==> src/rtl/ftx_pkg.sv <==
package ftx_pkg;
  typedef enum logic [1:0] {
    ST_IDLE = 2'd0,
    ST_SYNC = 2'd1,
    ST_DATA = 2'd2
  } ftx_state_e;

  typedef enum logic [1:0] {
    SZ_BYTE = 2'd0,
    SZ_HALF = 2'd1,
    SZ_WORD = 2'd2
  } ftx_size_e;
endpackage

==> src/rtl/ftx_cfg_latch.sv <==
module ftx_cfg_latch #(
  parameter int LEN_W = 5,
  parameter int CNT_W = 4
) (
  input  logic             clk_i,
  input  logic             rst_ni,
  input  logic             cap_i,
  input  logic [LEN_W-1:0] dat_len_i,
  input  logic             msb_first_i,
  input  logic             idle_lvl_i,
  input  logic             open_drain_i,
  output logic [LEN_W-1:0] dat_len_q_o,
  output logic             msb_first_q_o,
  output logic             idle_lvl_q_o,
  output logic             open_drain_q_o,
  output logic             len_ok_o,
  output logic [1:0]       xfer_size_o
);
  import ftx_pkg::*;

  localparam int HALF_MIN = 8;
  localparam int WORD_MIN = 16;

  always_ff @(posedge clk_i or negedge rst_ni) begin
    if (!rst_ni) begin
      dat_len_q_o    <= '0;
      msb_first_q_o  <= 1'b0;
      idle_lvl_q_o   <= 1'b0;
      open_drain_q_o <= 1'b0;
    end else if (cap_i) begin
      dat_len_q_o    <= dat_len_i;
      msb_first_q_o  <= msb_first_i;
      idle_lvl_q_o   <= idle_lvl_i;
      open_drain_q_o <= open_drain_i;
    end
  end

  assign len_ok_o = (dat_len_i != '0);

  always_comb begin
    if (int'(dat_len_i) >= WORD_MIN)      xfer_size_o = SZ_WORD;
    else if (int'(dat_len_i) >= HALF_MIN) xfer_size_o = SZ_HALF;
    else                                  xfer_size_o = SZ_BYTE;
  end
endmodule

==> src/rtl/ftx_seq.sv <==
module ftx_seq #(
  parameter int LEN_W = 5,
  parameter int CNT_W = 4,
  parameter int FS_W  = 8
) (
  input  logic             clk_i,
  input  logic             rst_ni,
  input  logic             tick_i,
  input  logic             start_i,
  input  logic             len_ok_i,
  input  logic [FS_W:0]    fs_len_i,
  input  logic [CNT_W-1:0] word_cnt_i,
  input  logic [LEN_W-1:0] dat_len_q_i,
  input  logic             word_valid_i,
  output ftx_pkg::ftx_state_e state_o,
  output logic             cap_o,
  output logic             load_o,
  output logic             shift_o,
  output logic             cfg_err_o,
  output logic             underrun_o
);
  import ftx_pkg::*;

  ftx_state_e       state_q;
  logic [FS_W:0]    fs_cnt_q;
  logic [CNT_W-1:0] words_left_q;
  logic [LEN_W-1:0] bit_cnt_q;
  logic             req;

  assign req     = (state_q == ST_IDLE) && tick_i && start_i;
  assign cap_o   = req && len_ok_i;
  assign load_o  = tick_i && (((state_q == ST_SYNC) && (fs_cnt_q == '0)) ||
                              ((state_q == ST_DATA) && (bit_cnt_q == '0) &&
                               (words_left_q != '0)));
  assign shift_o = tick_i && (state_q == ST_DATA) && (bit_cnt_q != '0);
  assign state_o = state_q;

  always_ff @(posedge clk_i or negedge rst_ni) begin
    if (!rst_ni) begin
      state_q      <= ST_IDLE;
      fs_cnt_q     <= '0;
      words_left_q <= '0;
      bit_cnt_q    <= '0;
      cfg_err_o    <= 1'b0;
      underrun_o   <= 1'b0;
    end else begin
      cfg_err_o  <= req && !len_ok_i;
      underrun_o <= load_o && !word_valid_i;
      unique case (state_q)
        ST_IDLE: if (cap_o) begin
          state_q      <= ST_SYNC;
          fs_cnt_q     <= fs_len_i;
          words_left_q <= word_cnt_i;
        end
        ST_SYNC: if (tick_i) begin
          if (fs_cnt_q == '0) begin
            state_q   <= ST_DATA;
            bit_cnt_q <= dat_len_q_i;
          end else begin
            fs_cnt_q <= fs_cnt_q - 1'b1;
          end
        end
        ST_DATA: if (tick_i) begin
          if (bit_cnt_q != '0) begin
            bit_cnt_q <= bit_cnt_q - 1'b1;
          end else if (words_left_q == '0) begin
            state_q <= ST_IDLE;
          end else begin
            words_left_q <= words_left_q - 1'b1;
            bit_cnt_q    <= dat_len_q_i;
          end
        end
        default: state_q <= ST_IDLE;
      endcase
    end
  end
endmodule

==> src/rtl/ftx_shreg.sv <==
module ftx_shreg #(
  parameter int LEN_W = 5,
  localparam int DW   = 1 << LEN_W
) (
  input  logic             clk_i,
  input  logic             rst_ni,
  input  logic             load_i,
  input  logic             shift_i,
  input  logic             word_valid_i,
  input  logic [DW-1:0]    word_i,
  input  logic             msb_first_i,
  input  logic [LEN_W-1:0] dat_len_i,
  input  logic             idle_lvl_i,
  output logic             bit_o
);
  logic [DW-1:0] sr_q;
  logic          empty_q;

  always_ff @(posedge clk_i or negedge rst_ni) begin
    if (!rst_ni) begin
      sr_q    <= '0;
      empty_q <= 1'b1;
    end else if (load_i) begin
      sr_q    <= word_valid_i ? word_i : '0;
      empty_q <= !word_valid_i;
    end else if (shift_i) begin
      sr_q <= msb_first_i ? (sr_q << 1) : (sr_q >> 1);
    end
  end

  // empty slot carries idle level
  assign bit_o = empty_q ? idle_lvl_i : (msb_first_i ? sr_q[dat_len_i] : sr_q[0]);
endmodule

==> src/rtl/framed_serial_tx.sv <==
module framed_serial_tx #(
  parameter int LEN_W = 5,
  parameter int CNT_W = 4,
  parameter int FS_W  = 8,
  parameter bit OD_EN = 1'b1,
  localparam int DW   = 1 << LEN_W
) (
  input  logic             clk_i,
  input  logic             rst_ni,
  input  logic             tick_i,
  input  logic             start_i,
  input  logic [FS_W-1:0]  fs_len_i,
  input  logic             fs_len_hi_i,
  input  logic [CNT_W-1:0] word_cnt_i,
  input  logic [LEN_W-1:0] dat_len_i,
  input  logic             msb_first_i,
  input  logic             idle_lvl_i,
  input  logic             open_drain_i,
  input  logic [DW-1:0]    word_i,
  input  logic             word_valid_i,
  output logic             word_ready_o,
  output logic             fs_o,
  output logic             txd_o,
  output logic             txd_oe_o,
  output logic             busy_o,
  output logic             cfg_err_o,
  output logic             underrun_o,
  output logic [1:0]       xfer_size_o
);
  import ftx_pkg::*;

  ftx_state_e       state;
  logic             cap, load, shift, len_ok, sr_bit;
  logic [LEN_W-1:0] dat_len_q;
  logic             msb_q, idle_q, od_q, idle_eff, od_eff;

  ftx_cfg_latch #(.LEN_W(LEN_W), .CNT_W(CNT_W)) i_cfg (
    .clk_i, .rst_ni,
    .cap_i          (cap),
    .dat_len_i,
    .msb_first_i,
    .idle_lvl_i,
    .open_drain_i,
    .dat_len_q_o    (dat_len_q),
    .msb_first_q_o  (msb_q),
    .idle_lvl_q_o   (idle_q),
    .open_drain_q_o (od_q),
    .len_ok_o       (len_ok),
    .xfer_size_o
  );

  ftx_seq #(.LEN_W(LEN_W), .CNT_W(CNT_W), .FS_W(FS_W)) i_seq (
    .clk_i, .rst_ni, .tick_i, .start_i,
    .len_ok_i     (len_ok),
    .fs_len_i     ({fs_len_hi_i, fs_len_i}),
    .word_cnt_i,
    .dat_len_q_i  (dat_len_q),
    .word_valid_i,
    .state_o      (state),
    .cap_o        (cap),
    .load_o       (load),
    .shift_o      (shift),
    .cfg_err_o,
    .underrun_o
  );

  ftx_shreg #(.LEN_W(LEN_W)) i_shreg (
    .clk_i, .rst_ni,
    .load_i       (load),
    .shift_i      (shift),
    .word_valid_i,
    .word_i,
    .msb_first_i  (msb_q),
    .dat_len_i    (dat_len_q),
    .idle_lvl_i   (idle_q),
    .bit_o        (sr_bit)
  );

  assign busy_o       = (state != ST_IDLE);
  assign fs_o         = (state == ST_SYNC);
  assign word_ready_o = load && word_valid_i;
  assign idle_eff     = busy_o ? idle_q : idle_lvl_i;
  assign txd_o        = (state == ST_DATA) ? sr_bit : idle_eff;

  generate
    if (OD_EN) begin : g_od
      assign od_eff   = busy_o ? od_q : open_drain_i;
      assign txd_oe_o = od_eff ? txd_o : 1'b1;
    end else begin : g_push_pull
      assign od_eff   = 1'b0;
      assign txd_oe_o = 1'b1;
    end
  endgenerate
endmodule

==> config.mk <==
export PLATFORM = sky130hd
export DESIGN_NAME = framed_serial_tx
export DESIGN_NICKNAME = d
export VERILOG_FILES = /design/src/rtl/ftx_pkg.sv /design/src/rtl/ftx_cfg_latch.sv /design/src/rtl/ftx_seq.sv /design/src/rtl/ftx_shreg.sv /design/src/rtl/framed_serial_tx.sv
export SDC_FILE = /design/constraint.sdc
export NUM_CORES = 1
export LEC_CHECK = 0
export BUFFER_PORTS_ARGS = -buffer_cell sky130_fd_sc_hd__buf_2
export CORE_UTILIZATION = 51
export DETAILED_ROUTE_END_ITERATION = 12
export GPL_ROUTABILITY_DRIVEN = 0
export PLACE_DENSITY = 0.81
export SKIP_CTS_REPAIR_TIMING = 1
export SYNTH_ARGS = -nofsm -noshare
export SYNTH_HDL_FRONTEND = slang
export SYNTH_SLANG_ARGS = --single-unit
==> constraint.sdc <==
create_clock -name clk_i -period 2.3 [get_ports clk_i]
set_clock_uncertainty 0.15 [all_clocks]
set_input_delay 0.23 -clock clk_i [delete_from_list [all_inputs] [get_ports clk_i]]
set_output_delay 0.23 -clock clk_i [all_outputs]
set_load 0.01 [all_outputs]
==> results by group <==
Setup path
  – Reg2reg start: i_seq.bit_cnt_q[1]
  – Worst-path maximum fanout: 4
  – Worst-path cell chain: buf_6 -> mux4_2 -> mux2_4 -> o311ai_2 -> a311o_1 -> o221ai_2 -> buf_2
  – WS Path Type: flop to primary output
  – CP max stage delay: 0.48 ns
  – CP max-delay cell: mux4_2
  – Critical Path End Type: primary output
  – Data arrival, critical path: 2.37 ns
  – Crit path launch type: flop
  – Crit path from: i_cfg.dat_len_q_o[0]
  – Required time worst endpoint: 1.92 ns
  – Worst Reg-to-Reg Cells: 9

STA
  – Worst setup margin: -0.446 ns
  – Worst-Margin Slew: 0.527 ns
  – Final period util: 1.19
  – RSZ-0062 raised after global routing: yes
  – Hold Vio Cnt, Final: 2
  – Final Critical Period: 2.75 ns
  – Final Slew Violations: 0
  – Count of final setup violators: 10
  – Setup TNS: -1.36 ns
  – Slew HR: 0.648
  – Fmax achieved: 364 MHz
  – WHS: -0.00526 ns

Yosys
  – Number of flops mapped to enable cells by yosys: 0
  – Synth cell types: 58
  – Synthesis-stage register bit count: 63
  – Mean Syn Cell Area: 8.92 um^2
  – Largest area contributor in the netlist: dfrtp_1
  – Synth area leaders: dfrtp_1 40%, a211oi_1 6.3%, a21oi_1 5.8%
  – Top FF cell, synth: dfrtp_1
  – Mapped Nets: 499
  – Sequential area share after synthesis: 0.404
  – Post-Syn Area: 3910 um^2
  – FFs w/ async S/R, synth: 1.00
  – Syn Inst Count: 438
  – Yosys top cell area share: 0.397
  – Synthesis Warnings: 0

Route
  – WL per Instance: 17.7 um
  – DR pass1 iterations: 4
  – DR vias/cell: 5.96
  – Vias: 3852
  – Initial drt markers: 176
  – Antenna viol nets, final: 0
  – # DRC: 0
  – DRT Wirelength: 11500 um

Clock network
  – CTS clock-pin slew for the worst setup and hold paths: 0.07 ns
  – CTS Buffer Depth: 2
  – TritonCTS Sinks: 63
  – Skew-Pair Late Insertion Delay: 0.34 ns
  – CTS root buffer: clkbuf_8
  – Cts bufs inserted: 9
  – H-tree Lvls: 3
  – CTS tree: built

Floorplan
  – Site row count: 31
  – Starting Density: 0.533
  – Top-Level Pins: 67
  – Die Footprint: 8020 um^2
  – Die Width: 89.5 um
  – Core Area: 7330 um^2
  – Die Height: 89.5 um

Power and ir drop
  – VDD IR max: 0.593 mV
  – Seq pwr share: 0.397
  – Power Total: 5270 uW
  – Pwr dens: 991 nW/um^2
  – Part of the power in the clock network: 0.203
  – Int Pwr: 3350 uW
  – Comb pwr share: 0.400
  – Switching share of power: 0.364
  – P_leak: 0.00223 uW
  – Total net switching power: 1920 uW

Final layout
  – Diode count: 0
  – Final nets: 604
  – Most common cell after layout, fill and taps aside: buf_2
  – Layout area overhead: 36.0%
  – Layout cell share with drive strength beyond 1: 0.389
  – Most frequent cells in the layout: 66 x buf_2, 61 x dfrtp_1, 51 x nor2_1

Placed design
  – Detail Placement HPWL: 6950 um
  – Port Buf Inserts: 66
  – Placement Setup Slack: -0.163 ns

Global routing
  – First-pass GRT wire length: 16300 um
  – Global route overflow: 0
  – Largest net degree at the start of global routing: 46
  – Initial antenna violation count: 0
  – Vias in the first global route: 3569
  – Global Route Usage Sum: 0.270

Min path
  – Hold Startpoint: dat_len_i[4]
  – Hold Crit Class: primary input to flop
  – Cells on Worst Hold Path: 3

Outcome
  – Failing checks: hold timing, setup timing
  – Outcome: complete, but fails checks

Job
  – Max cap viols: 0
==> through the flow <==
step | utilization | instances | cell area, um^2
final | 0.725 | 646 | 5320
after global routing | 0.725 | 646 | 5320
after CTS | 0.644 | 622 | 4720
after detailed placement | 0.615 | 607 | 4510
after global placement | 0.615 | 607 | 4510
after floorplan | - | 438 | 3910
==> area by class of cell <==
class / count / area (um^2)
flip-flops and latches: 63 / 1580
well taps: 99 / 124
fillers: 519 / 2010
clock inverters: 4 / 70.1
inverters: 11 / 41.3
repair buffers: 129 / 957
clock buffers: 11 / 141
multi-input cells: 329 / 2400
==> registers in the layout, summed over array words and instances, names as in the netlist, 2 cells and up <==
register,flops
i_seq.words_left_q,4
i_shreg.sr_q,32
i_seq.state_o,2
i_cfg.dat_len_q_o,5
i_seq.bit_cnt_q,5
i_seq.fs_cnt_q,9
==> cell usage after synthesis, types with 5 or more instances <==
master	instances
nand3_1	9
nor2b_1	36
a211oi_1	33
mux2_2	5
clkbuf_1	16
buf_6	5
a21oi_1	45
nor2_1	51
mux2i_1	5
inv_1	11
nor3_1	34
dfrtp_1	62
o21ai_0	23
nand2_1	20
mux4_2	6
buf_2	11
==> critical path: cells and delay by family (launching register included) <==
| family | cells | cell delay, ns |
|---|---|---|
| flops | 1 | 0.43 |
| compound gates | 3 | 0.55 |
| mux | 2 | 0.77 |
| buf+inv | 2 | 0.28 |
==> kinds of logic after synthesis <==
family	count (synthesis)	synth area share
multiplexers	16	0.0618
AO/OA/AOI/OAI	136	0.230
buffers and inverters	46	0.0602
adder cells (fa/ha/maj)	3	0.00960
AND/OR/NAND/NOR	174	0.235
flip-flops	63	0.404
==> power by group through the flow <==
| stage | Clock, uW | Combinational [uW] | Sequential [uW] |
|---|---|---|---|
| 2_1_floorplan | 0 | 1310 | 1900 |
| 3_3_place_gp | 0 | 1740 | 2030 |
| 3_5_place_dp | 0 | 1840 | 2050 |
| 4_1_cts | 1080 | 1850 | 2040 |
| 5_1_grt | 1130 | 2330 | 2140 |
| 6_report | 1070 | 2110 | 2090 |
==> worst paths after layout <==
check                                              to  slack, ns
worst min register to register     i_seq.bit_cnt_q[4]       0.37
worst max-delay path                            txd_o      -0.45
min in group asynchronous            i_shreg.sr_q[25]       0.24
worst max register to register  i_seq.words_left_q[0]      -0.09
max in group asynchronous             i_shreg.empty_q       1.10
worst min-delay path             i_cfg.dat_len_q_o[4]     -0.005
==> metal layers <==
layer  wire length [um]  part of all wire  global-route usage
met1               4560              0.40               0.340
met5                  0                 0                   0
met3                731             0.064              0.0619
met4                495             0.043               0.113
met2               5670              0.49               0.448
Note: power is estimated with default switching activity, not from simulation.
